### src/rtl/hsk_pkg.sv
package hsk_pkg;
  localparam int DATA_W = 8;
  localparam int ADDR_W = 2;
  localparam int CNT_W  = 4;

  localparam logic [ADDR_W-1:0] ADDR_DATA   = 2'd0;
  localparam logic [ADDR_W-1:0] ADDR_STATUS = 2'd1;
  localparam logic [ADDR_W-1:0] ADDR_CTRL   = 2'd2;

  typedef enum logic [2:0] {
    ST_IDLE, ST_REQ, ST_PULSE, ST_WAITACK, ST_RELEASE
  } hskState_t;

  typedef struct packed {
    logic capture;
    logic dataRead;
    logic statRead;
    logic ctrlWrite;
  } hskStrobe_t;
endpackage

### src/rtl/hsk_ctrl.sv
module hsk_ctrl
  import hsk_pkg::*;
#(
  parameter int SYNC_STAGES = 2,
  parameter int CW = CNT_W
) (
  input  logic              clk,
  input  logic              rstN,
  input  logic              busSel,
  input  logic              busWr,
  input  logic [ADDR_W-1:0] busAddr,
  input  logic              wrStart,
  input  logic              wrMode,
  input  logic [CW-1:0]     wrWidth,
  input  logic              pulseMode,
  input  logic [CW-1:0]     pulseWidth,
  input  logic              ackIn,
  output logic              reqOut,
  output hskStrobe_t        strb
);
  logic [SYNC_STAGES-1:0] syncQ;
  logic ackSync, ackPrev, ackRise;
  hskState_t state;
  logic [CW-1:0] cnt;
  logic armPend;
  logic arm, effMode;
  logic [CW-1:0] effWidth, cntInit;

  // synchronizer chain
  generate
    if (SYNC_STAGES == 1) begin : g_one
      always_ff @(posedge clk or negedge rstN)
        if (!rstN) syncQ <= '0;
        else       syncQ <= ackIn;
    end else begin : g_many
      always_ff @(posedge clk or negedge rstN)
        if (!rstN) syncQ <= '0;
        else       syncQ <= {syncQ[SYNC_STAGES-2:0], ackIn};
    end
  endgenerate

  assign ackSync = syncQ[SYNC_STAGES-1];
  assign ackRise = ackSync & ~ackPrev;

  always_ff @(posedge clk or negedge rstN)
    if (!rstN) ackPrev <= 1'b0;
    else       ackPrev <= ackSync;

  // bus decode
  always_comb begin
    strb.capture   = ackRise;
    strb.dataRead  = busSel & ~busWr & (busAddr == ADDR_DATA);
    strb.statRead  = busSel & ~busWr & (busAddr == ADDR_STATUS);
    strb.ctrlWrite = busSel &  busWr & (busAddr == ADDR_CTRL);
  end

  assign arm      = strb.dataRead | (strb.ctrlWrite & wrStart);
  assign effMode  = strb.ctrlWrite ? wrMode  : pulseMode;
  assign effWidth = strb.ctrlWrite ? wrWidth : pulseWidth;
  assign cntInit  = (effWidth == '0) ? CW'(1) : effWidth;

  always_ff @(posedge clk or negedge rstN) begin
    if (!rstN) begin
      state   <= ST_IDLE;
      cnt     <= '0;
      armPend <= 1'b0;
    end else begin
      unique case (state)
        ST_IDLE: begin
          if (ackRise) begin
            state   <= pulseMode ? ST_IDLE : ST_RELEASE;
            armPend <= arm;
          end else if (arm) begin
            state <= effMode ? ST_PULSE : ST_REQ;
            cnt   <= cntInit;
          end
        end
        ST_REQ, ST_WAITACK: begin
          if (ackRise) begin
            state   <= pulseMode ? ST_IDLE : ST_RELEASE;
            armPend <= 1'b0;
          end
        end
        ST_PULSE: begin
          if (ackRise) begin
            state   <= pulseMode ? ST_IDLE : ST_RELEASE;
            armPend <= 1'b0;
          end else if (cnt <= CW'(1)) begin
            state <= ST_WAITACK;
          end else begin
            cnt <= cnt - CW'(1);
          end
        end
        ST_RELEASE: begin
          if (!ackSync) begin
            armPend <= 1'b0;
            if (armPend || arm) begin
              state <= effMode ? ST_PULSE : ST_REQ;
              cnt   <= cntInit;
            end else begin
              state <= ST_IDLE;
            end
          end else if (arm) begin
            armPend <= 1'b1;
          end
        end
        default: state <= ST_IDLE;
      endcase
    end
  end

  assign reqOut = (state == ST_REQ) || (state == ST_PULSE);
endmodule

### src/rtl/hsk_datapath.sv
module hsk_datapath
  import hsk_pkg::*;
#(
  parameter int DW = DATA_W,
  parameter int CW = CNT_W
) (
  input  logic              clk,
  input  logic              rstN,
  input  hskStrobe_t        strb,
  input  logic [ADDR_W-1:0] busAddr,
  input  logic              wrIntEn,
  input  logic              wrMode,
  input  logic [CW-1:0]     wrWidth,
  input  logic [DW-1:0]     portPins,
  output logic [DW-1:0]     busRdata,
  output logic [DW-1:0]     dataQ,
  output logic              newData,
  output logic              overrun,
  output logic              intEn,
  output logic              pulseMode,
  output logic [CW-1:0]     pulseWidth,
  output logic              irqOut
);
  localparam int PAD_W = DW - CW - 2;

  always_ff @(posedge clk or negedge rstN) begin
    if (!rstN) begin
      dataQ      <= '0;
      newData    <= 1'b0;
      overrun    <= 1'b0;
      intEn      <= 1'b0;
      pulseMode  <= 1'b0;
      pulseWidth <= '0;
    end else begin
      if (strb.capture) begin
        dataQ   <= portPins;
        newData <= 1'b1;
      end else if (strb.dataRead) begin
        newData <= 1'b0;
      end
      if (strb.capture && newData) overrun <= 1'b1;
      else if (strb.statRead)      overrun <= 1'b0;
      if (strb.ctrlWrite) begin
        intEn      <= wrIntEn;
        pulseMode  <= wrMode;
        pulseWidth <= wrWidth;
      end
    end
  end

  always_comb begin
    unique case (busAddr)
      ADDR_DATA:   busRdata = dataQ;
      ADDR_STATUS: busRdata = {{(DW-2){1'b0}}, overrun, newData};
      ADDR_CTRL:   busRdata = {pulseWidth, {PAD_W{1'b0}}, pulseMode, intEn};
      default:     busRdata = '0;
    endcase
  end

  assign irqOut = intEn & newData;
endmodule

### src/rtl/hsk_in_port.sv
module hsk_in_port
  import hsk_pkg::*;
(
  input  logic              clk,
  input  logic              rstN,
  input  logic              busSel,
  input  logic              busWr,
  input  logic [ADDR_W-1:0] busAddr,
  input  logic [DATA_W-1:0] busWdata,
  output logic [DATA_W-1:0] busRdata,
  input  logic [DATA_W-1:0] portPins,
  input  logic              ackIn,
  output logic              reqOut,
  output logic              irqOut
);
  hskStrobe_t strb;
  logic pulseMode, newData, overrun, intEn;
  logic [CNT_W-1:0] pulseWidth;
  logic [DATA_W-1:0] dataQ;

  hsk_ctrl #(.SYNC_STAGES(2), .CW(CNT_W)) u_ctrl (
    .clk(clk), .rstN(rstN), .busSel(busSel), .busWr(busWr), .busAddr(busAddr),
    .wrStart(busWdata[2]), .wrMode(busWdata[1]),
    .wrWidth(busWdata[DATA_W-1 -: CNT_W]),
    .pulseMode(pulseMode), .pulseWidth(pulseWidth), .ackIn(ackIn),
    .reqOut(reqOut), .strb(strb)
  );

  hsk_datapath #(.DW(DATA_W), .CW(CNT_W)) u_dp (
    .clk(clk), .rstN(rstN), .strb(strb), .busAddr(busAddr),
    .wrIntEn(busWdata[0]), .wrMode(busWdata[1]),
    .wrWidth(busWdata[DATA_W-1 -: CNT_W]),
    .portPins(portPins), .busRdata(busRdata), .dataQ(dataQ),
    .newData(newData), .overrun(overrun), .intEn(intEn),
    .pulseMode(pulseMode), .pulseWidth(pulseWidth), .irqOut(irqOut)
  );
endmodule

### config.mk
export PLATFORM = sky130hd
export DESIGN_NAME = hsk_in_port
export DESIGN_NICKNAME = d
export VERILOG_FILES = /design/src/rtl/hsk_pkg.sv /design/src/rtl/hsk_ctrl.sv /design/src/rtl/hsk_datapath.sv /design/src/rtl/hsk_in_port.sv
export SDC_FILE = /design/constraint.sdc
export NUM_CORES = 1
export LEC_CHECK = 0
export ABC_AREA = 1
export BUFFER_PORTS_ARGS = -buffer_cell sky130_fd_sc_hd__clkbuf_2
export CAP_MARGIN = 0
export CORE_ASPECT_RATIO = 2
export CORE_MARGIN = 2
export CORE_UTILIZATION = 40
export DETAILED_ROUTE_END_ITERATION = 8
export PLACE_DENSITY = 0.57
export SLEW_MARGIN = 15
export SYNTH_ARGS = -nofsm -noshare
export SYNTH_HDL_FRONTEND = slang
export SYNTH_SLANG_ARGS = --single-unit
### constraint.sdc
create_clock -name clk -period 3.8 [get_ports clk]
set_input_delay 0.19 -clock clk [delete_from_list [all_inputs] [get_ports clk]]
set_output_delay 0.19 -clock clk [all_outputs]
set_load 0.03 [all_outputs]
==> results of run 1 <==
-- metrics by stage --
step | utilization (%) | hold WS [ns] | area (sq um)
2_1_floorplan | - | -0.106 | 1590
3_3_place_gp | 46.9 | 0.283 | 1800
3_5_place_dp | 46.9 | 0.281 | 1800
4_1_cts | 48.3 | 0.0106 | 1860
5_1_grt | 48.3 | 0.00698 | 1860
6_report | 48.3 | 0.0123 | 1860
-- state kept, by name (all words and copies together), names as in the netlist --
name and flops:
u_dp.overrun 1, u_dp.intEn 1, u_ctrl.syncQ 2, u_dp.pulseMode 1
u_ctrl.ackPrev 1, u_ctrl.cnt 4, u_dp.pulseWidth 4, u_ctrl.armPend 1
u_dp.dataQ 8, u_ctrl.state 3, u_dp.newData 1
-- per-layer routing --
layer,wire length [um],track usage (%),vias up
met5,0,0,-
met4,83,7.38,0
met3,96,1.76,7
met2,1950,32.2,26
met1,1380,18.0,598
li1,-,-,718
-- Yosys cell counts --
master	n
sky130_fd_sc_hd__nand2_1	85
sky130_fd_sc_hd__inv_1	32
sky130_fd_sc_hd__dfrtp_1	27
sky130_fd_sc_hd__nand3_1	9
sky130_fd_sc_hd__o21ai_0	9
sky130_fd_sc_hd__nor2_1	8
sky130_fd_sc_hd__inv_2	5
sky130_fd_sc_hd__nor2_2	5
sky130_fd_sc_hd__a21oi_1	3
sky130_fd_sc_hd__nand3_4	3
sky130_fd_sc_hd__ha_1	2
sky130_fd_sc_hd__nand2_2	2
sky130_fd_sc_hd__nand2_4	2
sky130_fd_sc_hd__nand3b_1	2
sky130_fd_sc_hd__nor2_4	2
sky130_fd_sc_hd__nor3_1	2
sky130_fd_sc_hd__o211ai_1	2
sky130_fd_sc_hd__a21oi_2	1
sky130_fd_sc_hd__a22o_1	1
sky130_fd_sc_hd__buf_2	1
sky130_fd_sc_hd__clkbuf_1	1
sky130_fd_sc_hd__nand4_1	1
sky130_fd_sc_hd__nand4_2	1
sky130_fd_sc_hd__nand4_4	1
sky130_fd_sc_hd__nor2_8	1
sky130_fd_sc_hd__o21ai_2	1
sky130_fd_sc_hd__o22ai_1	1
sky130_fd_sc_hd__or2_2	1
sky130_fd_sc_hd__xor2_1	1
-- power by group --
part           internal (W)  total [W]  switching, W
combinational      0.000168   0.000467      0.000299
clock             0.0000753   0.000169     0.0000933
sequential         0.000351   0.000403     0.0000521
total              0.000594    0.00104      0.000445
-- layout make-up --
type / instances / area (sq um)
Inverter: 37 / 139
Tap cell: 51 / 63.8
Multi-Input combinational cell: 146 / 768
Fill cell: 428 / 1990
Timing Repair Buffer: 32 / 165
Clock buffer: 4 / 45.0
Sequential cell: 27 / 676
-- worst max-delay path by stage --
| stage | startpoint | end | cells after the start |
|---|---|---|---|
| floorplan | u_ctrl.cnt[0] | u_ctrl.cnt[0] | 11 |
| global placement | u_ctrl.syncQ[1] | u_ctrl.state[1] | 8 |
| detailed placement | u_ctrl.syncQ[1] | u_ctrl.state[1] | 8 |
| CTS | u_ctrl.syncQ[1] | u_ctrl.state[1] | 8 |
| global route | u_ctrl.ackPrev | u_ctrl.state[1] | 9 |
| finish | u_ctrl.syncQ[1] | u_ctrl.state[1] | 8 |
-- kinds of logic after synthesis --
kind of cell    Yosys count  synth area share [%]
buf+inv                  39                  9.28
xor+xnor                  1                 0.550
compound gates           18                  6.76
flops                    27                  42.5
fa+ha+maj                 2                  1.57
simple gates            125                  39.4
==> results, run 1 <==
- The flow ran to the end, and the final reports show no timing, DRC or antenna violations.
- The average detailed-routed wire length per instance is 11.8 um.
- TritonCTS built the clock tree.
- The worst register-to-register path begins at u_ctrl.syncQ[1].
- The final RePlAce weighted congestion is 0.828.
- The layout overhead on the synthesized area is 16.7%.
- The worst reg-to-reg setup slack is ~2.1 ns.
- The root buffer cell chosen for the clock tree is sky130_fd_sc_hd__clkbuf_8.
- The number of I/O port buffers is 31.
- After technology mapping, the gate count stands at approximately 210.
- The hold path startpoint is ackIn.
- The sum of routed wire length over all layers is 3.51 mm.
- The clock insertion delay at the later pin of the skew report is 0.27 ns.
- Setup repair after global routing left no endpoint under its margin.
- The leading area contributor after synthesis is sky130_fd_sc_hd__dfrtp_1.
- After synthesis, flip-flops and latches occupy 42.5% of the total area.
- The final total negative setup slack is 0 ns.
- Counting instances, the worst hold path has a depth of 1.
- In this run the remaining antenna-violating nets after routing total 0.
- Subtracting the final worst setup slack from the clock period gives ~1.7 ns.
- In the layout the commonest cells are sky130_fd_sc_hd__nand2_1, sky130_fd_sc_hd__inv_1, sky130_fd_sc_hd__clkbuf_2, sky130_fd_sc_hd__dfrtp_1.
- Buffers added to address setup during post-CTS repair amount to 0.
- The maximum VDD drop is 0.251 mV.
- The first global-routing pass estimated around 5.9 mm of wire.
- The total overflow reported by the global router is 0.
- The global-route usage over all layers is between 10% and 20%.
- The row count is 32.
- After detailed routing, the number of vias per cell comes to about 4.5.
- In this run the cell area of the synthesized design comes to 1590 sq um.
- The clock drives 27 sinks.
- A synthesized cell averages 7.51 sq um.
- Along the worst path, the maximum fanout reaches 12.
- For the worst setup path, the data arrival time is 1.86 ns.
- Entering global routing, the biggest net connects 28 pins.
- The number of clock buffers added by TritonCTS is 3.
- The detailed-router iteration count before antenna repair is 4.
- After floorplanning, the core was sized to cover about 3800 sq um.
- The area share of the leading cell type in the synthesized netlist is a little over two fifths.
- The worst hold path terminates at u_ctrl.syncQ[0].
- The required time at the worst-slack endpoint is 3.97 ns.
- The post-layout instance count excluding filler cells is between 200 and 300.
- The register clock-pin slew on the reported worst setup and hold paths is 0.09 ns.
- After clock tree synthesis, the flow added hold-fix buffers numbering 1.
- CTS built an H-tree with a depth of 1.
- The number of hold violations in the final report was 0.
- 0 antenna diodes ended up in the layout.
- The endpoint type of the worst setup path is a flip-flop.
- Sorting the synthesized cells by area gives the leading types as sky130_fd_sc_hd__dfrtp_1, sky130_fd_sc_hd__nand2_1, sky130_fd_sc_hd__inv_1, sky130_fd_sc_hd__nand3_4, sky130_fd_sc_hd__nand3_1.
- The class of the worst hold path is in -> reg.
- The via count of the first global-routing pass is 1334.
- The master of the slowest instance on the critical path is sky130_fd_sc_hd__dfrtp_1.
- The static leakage is 1.07 nW.
- The transition time of the tightest slew-check pin is 0.718 ns.
- The critical path is of the reg -> reg type.
- Between clock sinks in the finished design, the worst skew comes to 0.00138 ns.
- The type of element launching the critical path is a flip-flop.
- The number of antenna violations at the first check in global routing is 0.
- At the end of the flow, the number of nets in the layout was 272.
- The y dimension of the die is 93.2 um.
- The worst register-to-register path has a depth of 8.
- When the netlist entered floorplanning its net count stood at 237.
- In this design, the critical path's most frequently occurring cell is sky130_fd_sc_hd__nand2_1.
- In this run the count of I/O pins placed on the die edge is 33.
- After detailed routing, the number of remaining DRC violations is 0.
- The number of buffers and inverters on the critical path is 1.
- The final critical path takes up approximately 44% of the cycle.
- Setup violations remaining at the end of the flow were counted as 0.
- The floorplan die area is between 4000 and 5000 sq um.
- The critical path's largest stage delay is 0.42 ns.
- The total via count after detailed routing is approximately 1300.
- Counting distinct cell types in the post-synthesis netlist gives 29.
- The max-slew headroom at the worst pin is 52.2%.
- The maximum clock frequency is about 590 MHz.
- The cell count after placement is ~290.
- The count of maximum capacitance violations is 0.
- The floorplan die width is 48.6 um.
- Leaving out fill and tap cells, the most frequent cell in the layout is sky130_fd_sc_hd__nand2_1.
- The clock passes through at most 2 buffers.
- The number of warnings printed during yosys synthesis is 0.
- The worst setup slack after layout is 2.11 ns.
- The endpoint identified for the worst register-to-register timing path is u_ctrl.state[1].
- Synthesis inferred 27 register bits.
- The number of instances resized during post-cts repair is 0.
- The DRC violation total after the first TritonRoute iteration is 19.
- The worst-case setup slack after placement is around 2.1 ns.
- The detailed-placement wirelength estimate is 2.80 mm.
- Overall power consumption after layout is estimated at 0.00104 W.
- On the critical path the largest part of the delay comes from simple AND/OR/NAND/NOR gates.
- The starting density of the core is 41.4%.
- Of the cells placed in the final design, the portion with a size suffix greater than 1 is 24.0%.
- The number of max-slew violations in the final report is 0.
- The signal on the critical path passes through nand2_1, inv_1, nor2_1, nand2_1, nand2_1, nor2_2, nand2_1, nand2_1.
- Dividing total power by cell area gives a power density of 559 nW/um^2.
Note: power is estimated with default switching activity, not from simulation.
==> run 2, diff against run 1 <==
==> constraint.sdc (replaced) <==
create_clock -name clk -period 1.8 [get_ports clk]
set_input_delay 0.09 -clock clk [delete_from_list [all_inputs] [get_ports clk]]
set_output_delay 0.09 -clock clk [all_outputs]
set_load 0.03 [all_outputs]
==> run 2 against run 1 <==
Worst setup slack worse by 1.9 ns. Clock skew rose by 0.0015 ns. First-iteration DRC count up 32%. Sequential power up 110%. Die area unchanged. Fmax up 6.5%. Hold slack worse by 0.0016 ns. Critical path type unchanged. Critical endpoint is now u_ctrl.cnt[0]. Highest routed layer unchanged.
==> results, run 2 (synthesized netlist as in run 1, its figures left out) <==
- The register clock-pin slew on the reported worst setup and hold paths is 0.09 ns (about the same).
- The total via count after detailed routing is 1361 (+0.89%).
- The count of nets after finishing is 275 (+1.1%).
- The I/O pin count was 33 (unchanged).
- The starting density of the core is 41.4% (unchanged).
- The flip-flop count of the largest register, all copies and words added is 8 (unchanged).
- The worst setup slack after layout is 0.212 ns (-1.90 ns).
- The required time at the worst-slack endpoint is 1.97 ns (-2.00 ns).
- In this run the worst setup path begins at u_ctrl.cnt[0].
- The largest registers in the layout are u_dp.dataQ: 8 flops, u_ctrl.cnt: 4 flops, u_dp.pulseWidth: 4 flops.
- Counting flops per register, the top entry is u_dp.dataQ.
- The y dimension of the die is 93.2 um (unchanged).
- The worst setup path is launched from a flip-flop.
- The clock skew is 0.00291 ns (+0.00153 ns).
- The run finished with clean final reports.
- The combinational cell fraction of total power came to 45.3% (+0.3 points).
- The net switching power is 0.000929 W (+110%).
- The number of antenna violations at the first check in global routing was 0 (unchanged).
- The wire length of the first global-routing pass is 5.85 mm (-1.2%).
- The pin count of the biggest net entering global routing is 28 (unchanged).
- The global-route usage over all layers was 16.6% (-0.23 points).
- The signal arrival time at the worst endpoint is 1.75 ns (-0.11 ns).
- The DRC violation total after the first TritonRoute iteration is 25 (+6).
- The cell count after placement is 294 (+0.68%).
- The static leakage is 1.09 nW (+1.4%).
- The floorplan die area was 4530 sq um (unchanged).
- The average detailed-routed wire length per instance is 11.5 um (-2.6%).
- The number of hold violations in the final report is 0 (unchanged).
- The post-route cell area is 1880 sq um (+1.5%).
- The area of placed instances is 1820 sq um (+0.83%).
- TritonCTS built the clock tree.
- In this run the most critical hold path is launched from portPins[0].
- The row count came to 32 (unchanged).
- The shortest period the worst path allows is 1.59 ns (-0.102 ns).
- The largest buffer count on any clock path is 2 (unchanged).
- The filler cell count is 427 (-0.23%).
- The detailed-placement wirelength estimate came to 2.79 mm (-0.21%).
- The maximum clock frequency came to 630 MHz (+6.5%).
- The cell at the root of the clock tree is sky130_fd_sc_hd__clkbuf_8.
- The post-layout instance count excluding filler cells came to 300 (+1.0%).
- The maximum VDD drop came to 0.600 mV (+140%).
- The power per unit of standard cell area is 1160 nW/um^2 (+110%).
- The total number of clock tree sinks is 27 (unchanged).
- The share of the clock period used by the worst path after layout is 88.2% (+44 points).
- The number of buffers created by CTS is 3 (unchanged).
- The final routed DRC violation total came to 0 (unchanged).
- The floorplan die width is 48.6 um (unchanged).
- The average vias per placed instance is 4.54 (-0.12%).
- The final total negative setup slack came to 0 ns (unchanged).
- The detailed-router iteration count before antenna repair was 4 (unchanged).
- The reg-to-reg startpoint is u_ctrl.cnt[0].
- The class of the worst hold path is in -> reg.
- The worst setup path is of the reg -> reg kind.
- The worst setup path is captured at a flip-flop.
- The clock insertion delay at the later pin of the skew report came to 0.27 ns (about the same).
- The transition time of the tightest slew-check pin is 0.704 ns (-0.0134 ns).
- The worst-case setup slack after placement is 0.187 ns (-1.88 ns).
- The final count of negative-setup-slack endpoints came to 0 (unchanged).
- The library cell used most frequently in the layout, excluding fill and tap cells, is sky130_fd_sc_hd__nand2_1.
- The share of final-layout standard cells stronger than drive strength 1 came to 24.9% (+0.92 points).
- The final RePlAce weighted congestion is 0.805 (-2.8%).
- Setup repair after global routing left no endpoint under its margin.
- The share of total power in the clock network was 15.8% (-0.4 points).
- The total number of H-tree levels came to 1 (unchanged).
- The peak fanout along the critical path is 4 (-8).
- The total overflow reported by the global router is 0 (unchanged).
- The via count of the first global-routing pass was 1336 (+0.15%).
- The number of max-slew violations in the final report came to 0 (unchanged).
- The switching share of power was 42.5% (-0.36 points).
- The max-slew headroom at the worst pin is 53.1% (+0.89 points).
- The final antenna-violating net count is 0 (unchanged).
- The area of the core came to 3840 sq um (unchanged).
- The number of I/O port buffers is 31 (unchanged).
- Leaving out fill and tap cells, the most frequent cells in the layout are sky130_fd_sc_hd__nand2_1, sky130_fd_sc_hd__inv_1, sky130_fd_sc_hd__clkbuf_2, sky130_fd_sc_hd__dfrtp_1.
- The sum of routed wire length over all layers is 3.45 mm (-1.6%).
- The sequential power share is 38.9% (about the same).
- The count of maximum capacitance violations is 0 (unchanged).
- The count of inserted antenna diode cells is 0 (unchanged).
- The internal power consumption was 0.00126 W (+110%).
- The layout overhead on the synthesized area is 18.4%.
[run 2: stage by stage]
| step | hold slack (ns) | total power [W] | utilization, % |
|---|---|---|---|
| finish | 0.0107 | 0.00219 | 49.0 |
| CTS | 0.00737 | 0.00222 | 49.0 |
| floorplan | -0.206 | 0.00162 | - |
| detailed placement | 0.177 | 0.00186 | 47.3 |
| global route | 0.00783 | 0.00238 | 49.0 |
| global placement | 0.177 | 0.00186 | 47.3 |
[run 2: final timing paths]
path	endpoint	slack (ns)	cells after the start
max in group asynchronous	u_dp.pulseWidth[2]	0.95	2
hold reg to reg	u_ctrl.syncQ[1]	0.36	0
hold / removal	u_dp.dataQ[0]	0.01	3
setup / recovery	u_ctrl.cnt[0]	0.21	11
setup reg to reg	u_ctrl.cnt[0]	0.21	11
min in group asynchronous	u_ctrl.state[2]	0.40	2
[run 2: cell type report]
cell class | count | area (sq um) | area share (%)
repair buffers | 35 | 190 | 10.1
multi-input cells | 146 | 771 | 40.9
well taps | 51 | 63.8 | 3.39
clock buffers | 4 | 45.0 | 2.39
flip-flops and latches | 27 | 676 | 35.9
inverters | 37 | 139 | 7.37
[run 2: power groups by stage]
stage / registers [W] / clock network [W] / logic (W)
2_1_floorplan: 0.000833 / 0 / 0.000790
3_3_place_gp: 0.000862 / 0 / 0.000993
3_5_place_dp: 0.000864 / 0 / 0.000995
4_1_cts: 0.000852 / 0.000362 / 0.00100
5_1_grt: 0.000871 / 0.000384 / 0.00113
6_report: 0.000850 / 0.000346 / 0.000992
[run 2: critical path, stage by stage (launching register included)]
cell,delay (ns)
sky130_fd_sc_hd__dfrtp_1,0.40
sky130_fd_sc_hd__inv_1,0.07
sky130_fd_sc_hd__ha_1,0.22
sky130_fd_sc_hd__inv_1,0.06
sky130_fd_sc_hd__nand2_1,0.04
sky130_fd_sc_hd__nand2_1,0.07
sky130_fd_sc_hd__nand2_1,0.06
sky130_fd_sc_hd__nand2_2,0.09
sky130_fd_sc_hd__nand3_1,0.06
sky130_fd_sc_hd__nand3b_1,0.25
sky130_fd_sc_hd__nand2_1,0.10
sky130_fd_sc_hd__nand2_1,0.05
[run 2: what timing repair did]
action	4_1_cts	5_1_grt
gates resized for setup	0	1
endpoints found under the hold margin	28	0
buffers inserted	0	0
hold buffers	2	0
endpoints found under the setup margin	0	2
[run 2: metal layers]
metal	vias to the layer above	GRT usage [%]	part of all wire [%]	routed length [um]
met1	608	16.9	40	1370
met5	-	0	0	0
met3	4	2.08	2.6	91
met4	0	7.14	1.6	56
li1	724	-	-	-
met2	25	32.5	56	1940
